==> src/rtl/sav_strobe_pkg.sv <==
package sav_strobe_pkg;
  localparam int unsigned WORD_W = 10;
  localparam int unsigned H_BIT  = 6;

  typedef enum logic [1:0] {
    S_IDLE = 2'd0,
    S_ONES = 2'd1,
    S_Z1   = 2'd2,
    S_Z2   = 2'd3
  } trs_st_e;
endpackage

==> src/rtl/trs_detect.sv <==
module trs_detect
  import sav_strobe_pkg::*;
#(
  parameter int unsigned W = WORD_W
) (
  input  logic         clk,
  input  logic         rst_n,
  input  logic [W-1:0] din,
  output logic         xyz_now
);
  localparam logic [W-1:0] ALL_ONES = {W{1'b1}};
  localparam logic [W-1:0] ALL_ZERO = {W{1'b0}};

  trs_st_e st_q, st_d;

  always_comb begin
    st_d = S_IDLE;
    unique case (st_q)
      S_Z2:    st_d = S_IDLE;
      S_ONES:  st_d = (din == ALL_ZERO) ? S_Z1 : ((din == ALL_ONES) ? S_ONES : S_IDLE);
      S_Z1:    st_d = (din == ALL_ZERO) ? S_Z2 : ((din == ALL_ONES) ? S_ONES : S_IDLE);
      default: st_d = (din == ALL_ONES) ? S_ONES : S_IDLE;
    endcase
  end

  always_ff @(posedge clk or negedge rst_n) begin
    if (!rst_n) st_q <= S_IDLE;
    else        st_q <= st_d;
  end

  assign xyz_now = (st_q == S_Z2);

  a_r6_ones_seen: assert property (@(posedge clk) disable iff (!rst_n)
    (st_q == S_ONES) |-> ($past(din) == ALL_ONES));

  a_r6_restart: assert property (@(posedge clk) disable iff (!rst_n)
    (st_q != S_Z2 && din == ALL_ONES) |=> (st_q == S_ONES));

  a_r8_xyz_consumed: assert property (@(posedge clk) disable iff (!rst_n)
    (st_q == S_Z2) |=> (st_q != S_Z2));
endmodule

==> src/rtl/sav_classify.sv <==
module sav_classify (
  input  logic xyz_now,
  input  logic h_bit,
  input  logic mode_en,
  output logic sav_hit
);
  assign sav_hit = xyz_now & ~h_bit & mode_en;
endmodule

==> src/rtl/lat_pipe.sv <==
module lat_pipe #(
  parameter int unsigned W     = 10,
  parameter int unsigned DEPTH = 3,
  parameter logic [W-1:0] RST_VAL = '0
) (
  input  logic         clk,
  input  logic         rst_n,
  input  logic [W-1:0] d,
  output logic [W-1:0] q
);
  logic [W-1:0] stg_q [DEPTH];
  logic [W-1:0] stg_d [DEPTH];

  always_comb begin
    stg_d[0] = d;
    for (int i = 1; i < DEPTH; i++) stg_d[i] = stg_q[i-1];
  end

  genvar g;
  generate
    for (g = 0; g < DEPTH; g++) begin : g_stage
      always_ff @(posedge clk or negedge rst_n) begin
        if (!rst_n) stg_q[g] <= RST_VAL;
        else        stg_q[g] <= stg_d[g];
      end
    end
  endgenerate

  assign q = stg_q[DEPTH-1];
endmodule

==> src/rtl/sav_strobe_gen.sv <==
module sav_strobe_gen
  import sav_strobe_pkg::*;
#(
  parameter int unsigned LAT = 3
) (
  input  logic              clk,
  input  logic              rst_n,
  input  logic              vid_en,
  input  logic [WORD_W-1:0] din,
  output logic [WORD_W-1:0] dout,
  output logic              load_n
);
  localparam int unsigned DEPTH = (LAT < 1) ? 1 : LAT;

  logic xyz_now;
  logic sav_hit;
  logic [0:0] hit_del;

  trs_detect #(.W(WORD_W)) u_detect (
    .clk     (clk),
    .rst_n   (rst_n),
    .din     (din),
    .xyz_now (xyz_now)
  );

  sav_classify u_classify (
    .xyz_now (xyz_now),
    .h_bit   (din[H_BIT]),
    .mode_en (vid_en),
    .sav_hit (sav_hit)
  );

  lat_pipe #(.W(WORD_W), .DEPTH(DEPTH), .RST_VAL('0)) u_data_pipe (
    .clk   (clk),
    .rst_n (rst_n),
    .d     (din),
    .q     (dout)
  );

  lat_pipe #(.W(1), .DEPTH(DEPTH), .RST_VAL(1'b0)) u_hit_pipe (
    .clk   (clk),
    .rst_n (rst_n),
    .d     (sav_hit),
    .q     (hit_del)
  );

  assign load_n = ~hit_del[0];

  a_r2_one_wide: assert property (@(posedge clk) disable iff (!rst_n)
    !load_n |=> load_n);

  a_r4_after_preamble: assert property (@(posedge clk) disable iff (!rst_n)
    !load_n |-> ($past(dout, 3) == {WORD_W{1'b1}} && $past(dout, 2) == '0
                 && $past(dout, 1) == '0));

  a_r5_not_eav: assert property (@(posedge clk) disable iff (!rst_n)
    !load_n |-> !dout[H_BIT]);

  always_comb begin
    if (!rst_n) a_r1_reset_idle: assert (load_n && dout == '0);
  end
endmodule

==> config.mk <==
export PLATFORM = sky130hd
export DESIGN_NAME = sav_strobe_gen
export DESIGN_NICKNAME = d
export VERILOG_FILES = /design/src/rtl/sav_strobe_pkg.sv /design/src/rtl/trs_detect.sv /design/src/rtl/sav_classify.sv /design/src/rtl/lat_pipe.sv /design/src/rtl/sav_strobe_gen.sv
export SDC_FILE = /design/constraint.sdc
export NUM_CORES = 1
export LEC_CHECK = 0
export ABC_AREA = 0
export ABC_CLOCK_PERIOD_IN_PS = 1750
export BUFFER_PORTS_ARGS = -buffer_cell sky130_fd_sc_hd__buf_2
export CORE_ASPECT_RATIO = 1.25
export CORE_MARGIN = 2
export CORE_UTILIZATION = 45
export CTS_CLUSTER_DIAMETER = 200
export DETAILED_ROUTE_END_ITERATION = 7
export GPL_TIMING_DRIVEN = 0
export PLACE_DENSITY = 0.69
export SETUP_SLACK_MARGIN = 0.3
export SKIP_LAST_GASP = 1
export SLEW_MARGIN = 5
export SYNTH_ARGS = -nofsm -noshare
export SYNTH_HDL_FRONTEND = slang
export SYNTH_SLANG_ARGS = --single-unit
==> constraint.sdc <==
create_clock -name clk -period 1.75 [get_ports clk]
set_clock_uncertainty 0.05 [all_clocks]
set_input_delay 0.0875 -clock clk [delete_from_list [all_inputs] [get_ports clk]]
set_output_delay 0.0875 -clock clk [all_outputs]
set_load 0.02 [all_outputs]
# After elaboration in Yosys (flattened, before gate mapping)
# Cells that the tools add are included.
[totals]
ff_bits = 35
n_memories = 0
word_cells = 20
romBits = 0
mem_bits_rw = 0
out_inout_bits = 11
input_bits = 13
latchBits = 0
[classes]
n_addsub = 0
n_lt_le_gt_ge = 0
n_shift = 0
n_div = 0
n_eq_ne = 4
mux = 4
reduce_logical = 1
n_mul = 0
n_bitwise = 4
[ops]
columns = ["cell", "n"]
rows = [
  ["equality test 10 bit, second input constant", 1],
  ["zero test 10 bit", 1],
  ["one-hot mux 2 bit (3 select lines)", 1],
  ["equality test 2 bit, second input constant", 2],
  ["2-to-1 mux 2 bit", 2],
  ["AND 1 bit", 2],
  ["equality test 2 x 1 -> 1 bit, second input constant", 1],
  ["NOT 1 bit", 2],
  ["2-to-1 mux 1 bit", 1],
]

# Depth between registers and ports, before layout
# Gate-level depths: netlist (run 1).
[logic_depth]
ltp_word = 4
ltp_mapped = 3
depth_no_buf = 3

# Modules after synthesis
# Synthesis (run 1) repeated with hierarchy kept, for this count alone.
[unflattened]
cells_unflattened = 49
area_unflattened_um2 = 989.7
[modules_own_cells]
columns = ["module", "seq_area_each_um2", "instances", "area_per_inst_um2", "cells_each"]
rows = [
  ["lat_pipe at u_data_pipe", 750.7, 1, 750.7, 30],
  ["trs_detect", 50.0, 1, 151.4, 14],
  ["lat_pipe at u_hit_pipe", 75.1, 1, 75.1, 3],
  ["sav_classify", 0.0, 1, 8.8, 1],
  ["sav_strobe_gen", 0.0, 1, 3.8, 1],
]

# Worst setup path after synthesis (run 1)
# Ideal clock, no wire load.
[synth_timing]
path_kind = "reg2reg"
startpoint = "reg u_detect.st_q[1]"
endpoint = "reg u_detect.st_q[0]"
period_less_slack_ps = 967
path_stages_with_launch = 3
t_arrival_ps = 851
required_time_ps = 1633
n_path_buf = 0
setup_time_ps = 67
setup_slack_ps = 783
path_cell_list = "dfrtp_1 -> a2111oi_2 -> a41o_1"
[synth_between]
elab_chain_cells = 2
word_cells_on_any_way = 4
cone_classes = "3 x eq/ne; 1 x mux"
[synth_rtl]
columns = ["item", "line", "rtl"]
rows = [
  ["from (decl)", "trs_detect.sv:14", "trs_st_e st_q, st_d;"],
  ["from (signal assigned)", "trs_detect.sv:28", "else st_q <= st_d;"],
  ["equality test 2 bit / equality test 2 x 1 -> 1 bit (equally long branches)", "trs_detect.sv:18", "unique case (st_q)"],
  ["one-hot mux 2 bit (3 select lines) (*)", "trs_detect.sv:18", ""],
  ["net u_detect.st_d[0]", "trs_detect.sv:14", ""],
]
# The timed path passes the listed nets; every way through them passes the cells marked *.

# Worst setup path after layout (run 1)
[layout_timing]
startpoint = "in din[4]"
endpoint = "reg u_detect.st_q[1]"
[layout_between]
elab_chain_cells = 3
word_cells_on_any_way = 4
cone_classes = "3 x mux; 1 x reduce/logical"
[layout_rtl]
columns = ["item", "line", "rtl"]
rows = [
  ["from (decl)", "sav_strobe_gen.sv:9", "input logic [WORD_W-1:0] din,"],
  ["zero test 10 bit (*)", "trs_detect.sv:20, trs_detect.sv:21", ""],
  ["2-to-1 mux 2 bit, on equally long branches", "trs_detect.sv:21, trs_detect.sv:20", ""],
  ["one-hot mux 2 bit (3 select lines) (*)", "trs_detect.sv:18", ""],
  ["net u_detect.st_d[1]", "trs_detect.sv:14", ""],
]
# Marks and branches as above.

==> impl_metrics.ini, run 1 <==
[placed_design]
routabilityCongestion = 0.711
dp_cells = 91
hpwl_um = 865
port-buffer-count = 23

[yosys]
ys_seq_area_share_pct = 90.1
syn_area_per_cell_um2 = 20.3
yosys_register_bits = 35
synth_area_um2 = 972
yosysWarnings = 0
netlist.area_leader.share_pct = 90.1
synth_largest_area_cell = dfrtp_1
synthCells = 48
synth.top_cells.by_area = dfrtp_1 (90%), a2111oi_2 (1.5%), nand4_1 (1.3%)
synth_cell_types = 12
synth_nets = 61

[pwr]
p_leak_nw = 0.633
swShare_pct = 22.7
pwr_density_cell_nw_per_um2 = 1040
pwr-share-comb_pct = 6.5
power.internal_mw = 1.03
vdd.ir_drop.worst_v = 0.000790
pwr-share-clk_pct = 29.6
power_switching_mw = 0.302
p_seq_share_pct = 63.9

[cts]
postCtsResizedCells = 0
clock-root-buffer = clkbuf_4
clock_path_buffers = 2
clk_latency_ns = 0.33
h-tree-depth = 2
clkSinkCount = 35
cts_tree = built
cts_buffers = 5
clk_pin_slew_ns = 0.10

[layout]
diodes = 0
final_cell_mix = dfrtp_1 (35), buf_2 (23), dlygate4sd3_1 (12)
drive_above_1_share_pct = 36.3
fillerInstances = 125
final_common_cell = dfrtp_1
syn_to_final_growth_pct = 32.2
final_cells = 111
fin_nets = 103

[timing]
finalSetupTns_ns = 0
whs_ns = 0.288
period_share_pct = 72.6
period_minus_slack_ns = 1.27
maxSlewViolCount = 0
max-slew-margin-rel_pct = 52.3
clock.fmax_mhz = 787
tightest_slew_ns = 0.716
final_hold_viol_count = 0
setup_viol = 0
rsz0062_at_grt = no

[worst_hold_path]
hp-class = in2async

[worst_setup_path]
worstReg2RegStart = u_detect.st_q[1]
cp-end-kind = flip-flop
crit_chain = dlygate4sd3_1, buf_2, nor4_1, and4_1
worst-r2r-cell-count = 2
crit_arrival_ns = 1.49
worstPathRequired_ns = 1.97
max_stage_delay_ns = 0.52
path_max_fanout = 3
critPathKind = in2reg
crit_slowest_cell = dlygate4sd3_1
r2r_end = u_detect.st_q[0]
ff2ff_setup_slack_ns = 0.65
start_kind = primary input

[global_route]
grt_overflow = 0
grt_pass1_wl_um = 2370
grt_max_degree = 36
grt_use_total_pct = 14.5
antenna_found_initial = 0
grt_pass1_vias = 540

[die]
die-area_um2 = 2550
rows = 18
initial_core_util_pct = 48.5
io_pins = 24
core_area_um2 = 2000
die_h_um = 56.0
fp.dieW_um = 45.6

[drt]
first_pass_iters = 4
avgRoutedWirePerCell_um = 13.1
vias = 524
drt_wl_total_um = 1460
drc_errors = 0
detail-route-antenna-nets = 0
drt_iter0_drc = 8
vias_per_cell = 4.72

[outcome]
status = completed

[job]
cap_viol_max_count = 0
-- state kept, by name, summed over array words and instances (netlist names) --
signal and cells:
u_data_pipe.stg_d 20, u_data_pipe.q 10, u_detect.st_q 2, u_hit_pipe.stg_d 2
u_hit_pipe.q 1
-- worst max-delay path: cells and delay by family --
kind,cells,cell delay (ns)
simple gates,2,0.74
buf+inv,2,0.66
-- per-stage QoR --
step	total power, mW	utilization (%)	area, µm²	worst slack, ns
after floorplan	0.885	-	972	0.783
after global placement	0.929	55.5	1110	0.758
after detailed placement	0.934	55.5	1110	0.672
after CTS	1.35	64.1	1280	0.566
after global routing	1.40	64.1	1280	0.451
final	1.33	64.1	1280	0.480
-- repair_timing --
action | in CTS | in global routing
endpoints found under the hold margin | 46 | 0
hold buffers | 12 | 0
buffers inserted | 0 | 0
-- area by class of cell --
class | instances | area (µm²) | area share, %
Sequential cell | 35 | 876 | 68.2
Timing Repair Buffer | 35 | 235 | 18.3
Multi-Input combinational cell | 12 | 92.6 | 7.21
Clock buffer | 5 | 37.5 | 2.92
Tap cell | 20 | 25.0 | 1.95
Clock inverter | 3 | 15.0 | 1.17
Inverter | 1 | 3.75 | 0.292
-- cells in the mapped netlist --
cell,instances
a2111oi_2,1
a41o_1,1
and4_1,1
and4b_2,1
dfrtp_1,35
inv_1,1
nand2_1,1
nand4_1,2
nor2_1,1
nor2b_1,1
nor4_1,2
xor2_1,1
-- cells by family (layout without fill, tap and decap cells) --
logic type	count (synthesis)	after routing	synth area share [%]
buffers and inverters	1	44	0.386
XOR/XNOR	1	1	0.901
flip-flops	35	35	90.1
AO/OA/AOI/OAI	2	2	2.57
AND/OR/NAND/NOR	9	9	6.05
-- power groups by stage --
stage               clock (mW)  combinational (mW)  sequential [mW]
finish                   0.393              0.0867            0.850
global route             0.447              0.0949            0.854
global placement             0              0.0641            0.865
floorplan                    0             0.00371            0.882
detailed placement           0              0.0663            0.868
CTS                      0.412              0.0866            0.851
-- metal layers --
| layer | vias up | GRT usage [%] | wire (µm) |
|---|---|---|---|
| li1 | 246 | - | - |
| met1 | 244 | 14.4 | 509 |
| met2 | 27 | 22.5 | 812 |
| met3 | 7 | 5.84 | 87 |
| met4 | 0 | 11.3 | 48 |
| met5 | - | 0 | 0 |
-- worst max path at each step --
| stage | slack, ns | startpoint | endpoint | cells past startpoint |
|---|---|---|---|---|
| 2_1_floorplan | 0.78 | u_detect.st_q[1] | u_detect.st_q[0] | 2 |
| 3_5_place_dp | 0.67 | u_detect.st_q[1] | u_detect.st_q[0] | 2 |
| 4_1_cts | 0.57 | din[9] | u_detect.st_q[1] | 4 |
| 5_1_grt | 0.45 | din[9] | u_detect.st_q[1] | 4 |
| 3_3_place_gp | 0.76 | u_detect.st_q[1] | u_detect.st_q[0] | 2 |
| 6_report | 0.48 | din[4] | u_detect.st_q[1] | 4 |
No activity file was read; power rests on OpenSTA's default activity.
==> run 2: changes to the inputs <==
- ABC_AREA: 0 -> 1
- ABC_CLOCK_PERIOD_IN_PS: 1750 -> 1100
- CORE_UTILIZATION: 45 -> 44
- PLACE_DENSITY: 0.69 -> 0.7
- clock period: 1.75 -> 1.1 ns (I/O delays scaled with it)
==> impl_metrics.ini, run 2 <==
[yosys]
synth_compound_area_share_pct = 0
synth.most_common_cell = dfrtp_1
synth_cell_types = 9
ys_seq_area_share_pct = 89.2
synthArstFlopShare_pct = 100
synth-simple-area-share_pct = 10.4
synth-main-ff-cell = dfrtp_1
synth_fa_ha_area_share_pct = 0
synth_top_family_by_area = simple AND/OR/NAND/NOR gates
netlist.area_leader.share_pct = 89.2
synth_commonest_cells = dfrtp_1 (35), nand2_1 (9), nor2_1 (7)
synth_xor_area_share_pct = 0
synthCells = 59
syn_area_per_cell_um2 = 16.6
synth.top_cells.by_area = dfrtp_1 (89%), nand2_1 (3.4%), nor2_1 (2.7%)
synth_area_um2 = 982
yosys_register_bits = 35
synth_largest_area_cell = dfrtp_1
synth_edf_count = 0
synth_nets = 72
muxShareOfSynthArea_pct = 0
yosysWarnings = 0

[layout]
multi_input_area_um2 = 123
final_common_cell = dfrtp_1
final_cell_mix = dfrtp_1 (35), buf_2 (12), dlygate4sd3_1 (11), buf_6 (11)
regArea_um2 = 876
fillerInstances = 148
largest_register_ffs = 20
fin_nets = 116
diodes = 0
syn_to_final_growth_pct = 45.2
drive_above_1_share_pct = 36.5

[pwr]
power.internal_mw = 1.80
pwr_density_cell_nw_per_um2 = 1600
p_seq_share_pct = 59.6
vdd.ir_drop.worst_v = 0.00101
power_switching_mw = 0.478
p_leak_nw = 0.683
pwr-share-clk_pct = 33.2
pwr-share-comb_pct = 7.2
swShare_pct = 21.0

[placed_design]
routabilityCongestion = 0.758
post-place-ws_ns = 0.156
hpwl_um = 835
port-buffer-count = 23

[drt]
vias = 577
detail-route-antenna-nets = 0
first_pass_iters = 4
drt_iter0_drc = 7
vias_per_cell = 4.27
drt_wl_total_um = 1460
avgRoutedWirePerCell_um = 10.8
drc_errors = 0

[worst_setup_path]
crit_arrival_ns = 1.20
worstPathRequired_ns = 1.32
worstReg2RegStart = u_detect.st_q[1]
cp-end-kind = flip-flop
r2r_end = u_detect.st_q[1]
critPathKind = reg2reg
ff2ff_setup_slack_ns = 0.12
start_kind = flip-flop
path_max_fanout = 3
worst-r2r-cell-count = 5

[die]
fp.dieW_um = 46.3
die-area_um2 = 2630
initial_core_util_pct = 45.4
die_h_um = 56.8
core_area_um2 = 2160
rows = 19
io_pins = 24

[timing]
tightest_slew_ns = 0.711
period_share_pct = 88.7
maxSlewViolCount = 0
period_minus_slack_ns = 0.976
setup_viol = 0
max-slew-margin-rel_pct = 52.6
rsz0062_at_grt = yes
whs_ns = -0.281
finalSetupTns_ns = 0
final_hold_viol_count = 35
setup_ws_ns = 0.124
clock.fmax_mhz = 1020

[job]
cap_viol_max_count = 0

[outcome]
status = complete, but fails checks
violations = hold timing

[global_route]
grt_pass1_vias = 573
grt_overflow = 0
grt_pass1_wl_um = 2260
grt_max_degree = 36
antenna_found_initial = 0
grt_use_total_pct = 13.8

[worst_hold_path]
hp-class = in2async

[cts]
cts_tree = built
clock-root-buffer = clkbuf_4
clk_pin_slew_ns = 0.10
cts_buffers = 5
clk_latency_ns = 0.33
clock_path_buffers = 2
h-tree-depth = 2
clkSinkCount = 35
cts_hold_buf = 11
## run 2: cell count changes in the layout (fill, tap and decap cells not counted), moves of 2 or more
| cell | change |
|---|---|
| clkinv_2 | -3 |
| buf_4 | +3 |
| nand3_1 | +2 |
| buf_2 | -11 |
| nand2_2 | +2 |
| nand4_1 | -2 |
| nand2_1 | +6 |
| nor4_1 | -2 |
| buf_6 | +11 |
| clkbuf_8 | +2 |
| nor2_1 | +6 |
## run 2: cell type report
class / count / share of cell area (%)
flip-flops and latches: 35 / 61.4
repair buffers: 37 / 22.2
well taps: 31 / 2.72
inverters: 1 / 0.263
clock buffers: 8 / 4.82
multi-input cells: 23 / 8.60
## run 2: worst max-delay path by stage
stage | start | end | slack [ns]
final | u_detect.st_q[1] | u_detect.st_q[1] | 0.12
after global routing | u_detect.st_q[1] | u_detect.st_q[1] | 0.05
after CTS | u_hit_pipe.q | load_n | 0.12
after detailed placement | u_detect.st_q[0] | u_detect.st_q[0] | 0.16
after global placement | u_detect.st_q[0] | u_detect.st_q[0] | 0.21
after floorplan | u_detect.st_q[0] | u_detect.st_q[0] | 0.26
## run 2: kinds of logic after synthesis
family	Yosys count
buffers and inverters	1
DFF	35
and+or+nand+nor	23
## run 2: power by group through the flow
stage	Sequential, mW	Combinational [mW]	Clock (mW)
5_1_grt	1.36	0.180	0.831
4_1_cts	1.36	0.163	0.784
6_report	1.36	0.164	0.757
3_5_place_dp	1.38	0.111	0
2_1_floorplan	1.40	0.0126	0
3_3_place_gp	1.38	0.109	0
## run 2: critical path, stage by stage, from the launching register on
cell     delay [ns]
dfrtp_1        0.41
nand2_2        0.10
nand2_2        0.07
nor2_4         0.13
nand3_1        0.09
nand2_1        0.06
## run 2: through the flow
| step | cell area (µm²) | hold slack, ns | std cells | total power [mW] | utilization, % |
|---|---|---|---|---|---|
| floorplan | 982 | -0.291 | 59 | 1.42 | - |
| global placement | 1140 | 0.0785 | 113 | 1.48 | 52.5 |
| detailed placement | 1140 | 0.0959 | 113 | 1.49 | 52.5 |
| CTS | 1410 | -0.271 | 134 | 2.30 | 65.0 |
| global route | 1430 | -0.232 | 135 | 2.37 | 65.9 |
| finish | 1430 | -0.281 | 135 | 2.28 | 65.9 |
## run 2: routing by layer
metal / part of all wire (%) / global-route usage [%]
met3: 5.8 / 9.97
met5: 0 / 0
met2: 52 / 20.0
met4: 4.7 / 10.2
met1: 37 / 12.6
## run 2: what timing repair did
action / CTS / global route
setup buffers: 2 / 1
hold endpoints to repair: 46 / 35
pin swaps: 0 / 4
gates resized for setup: 24 / 3
endpoints found under the setup margin: 14 / 14
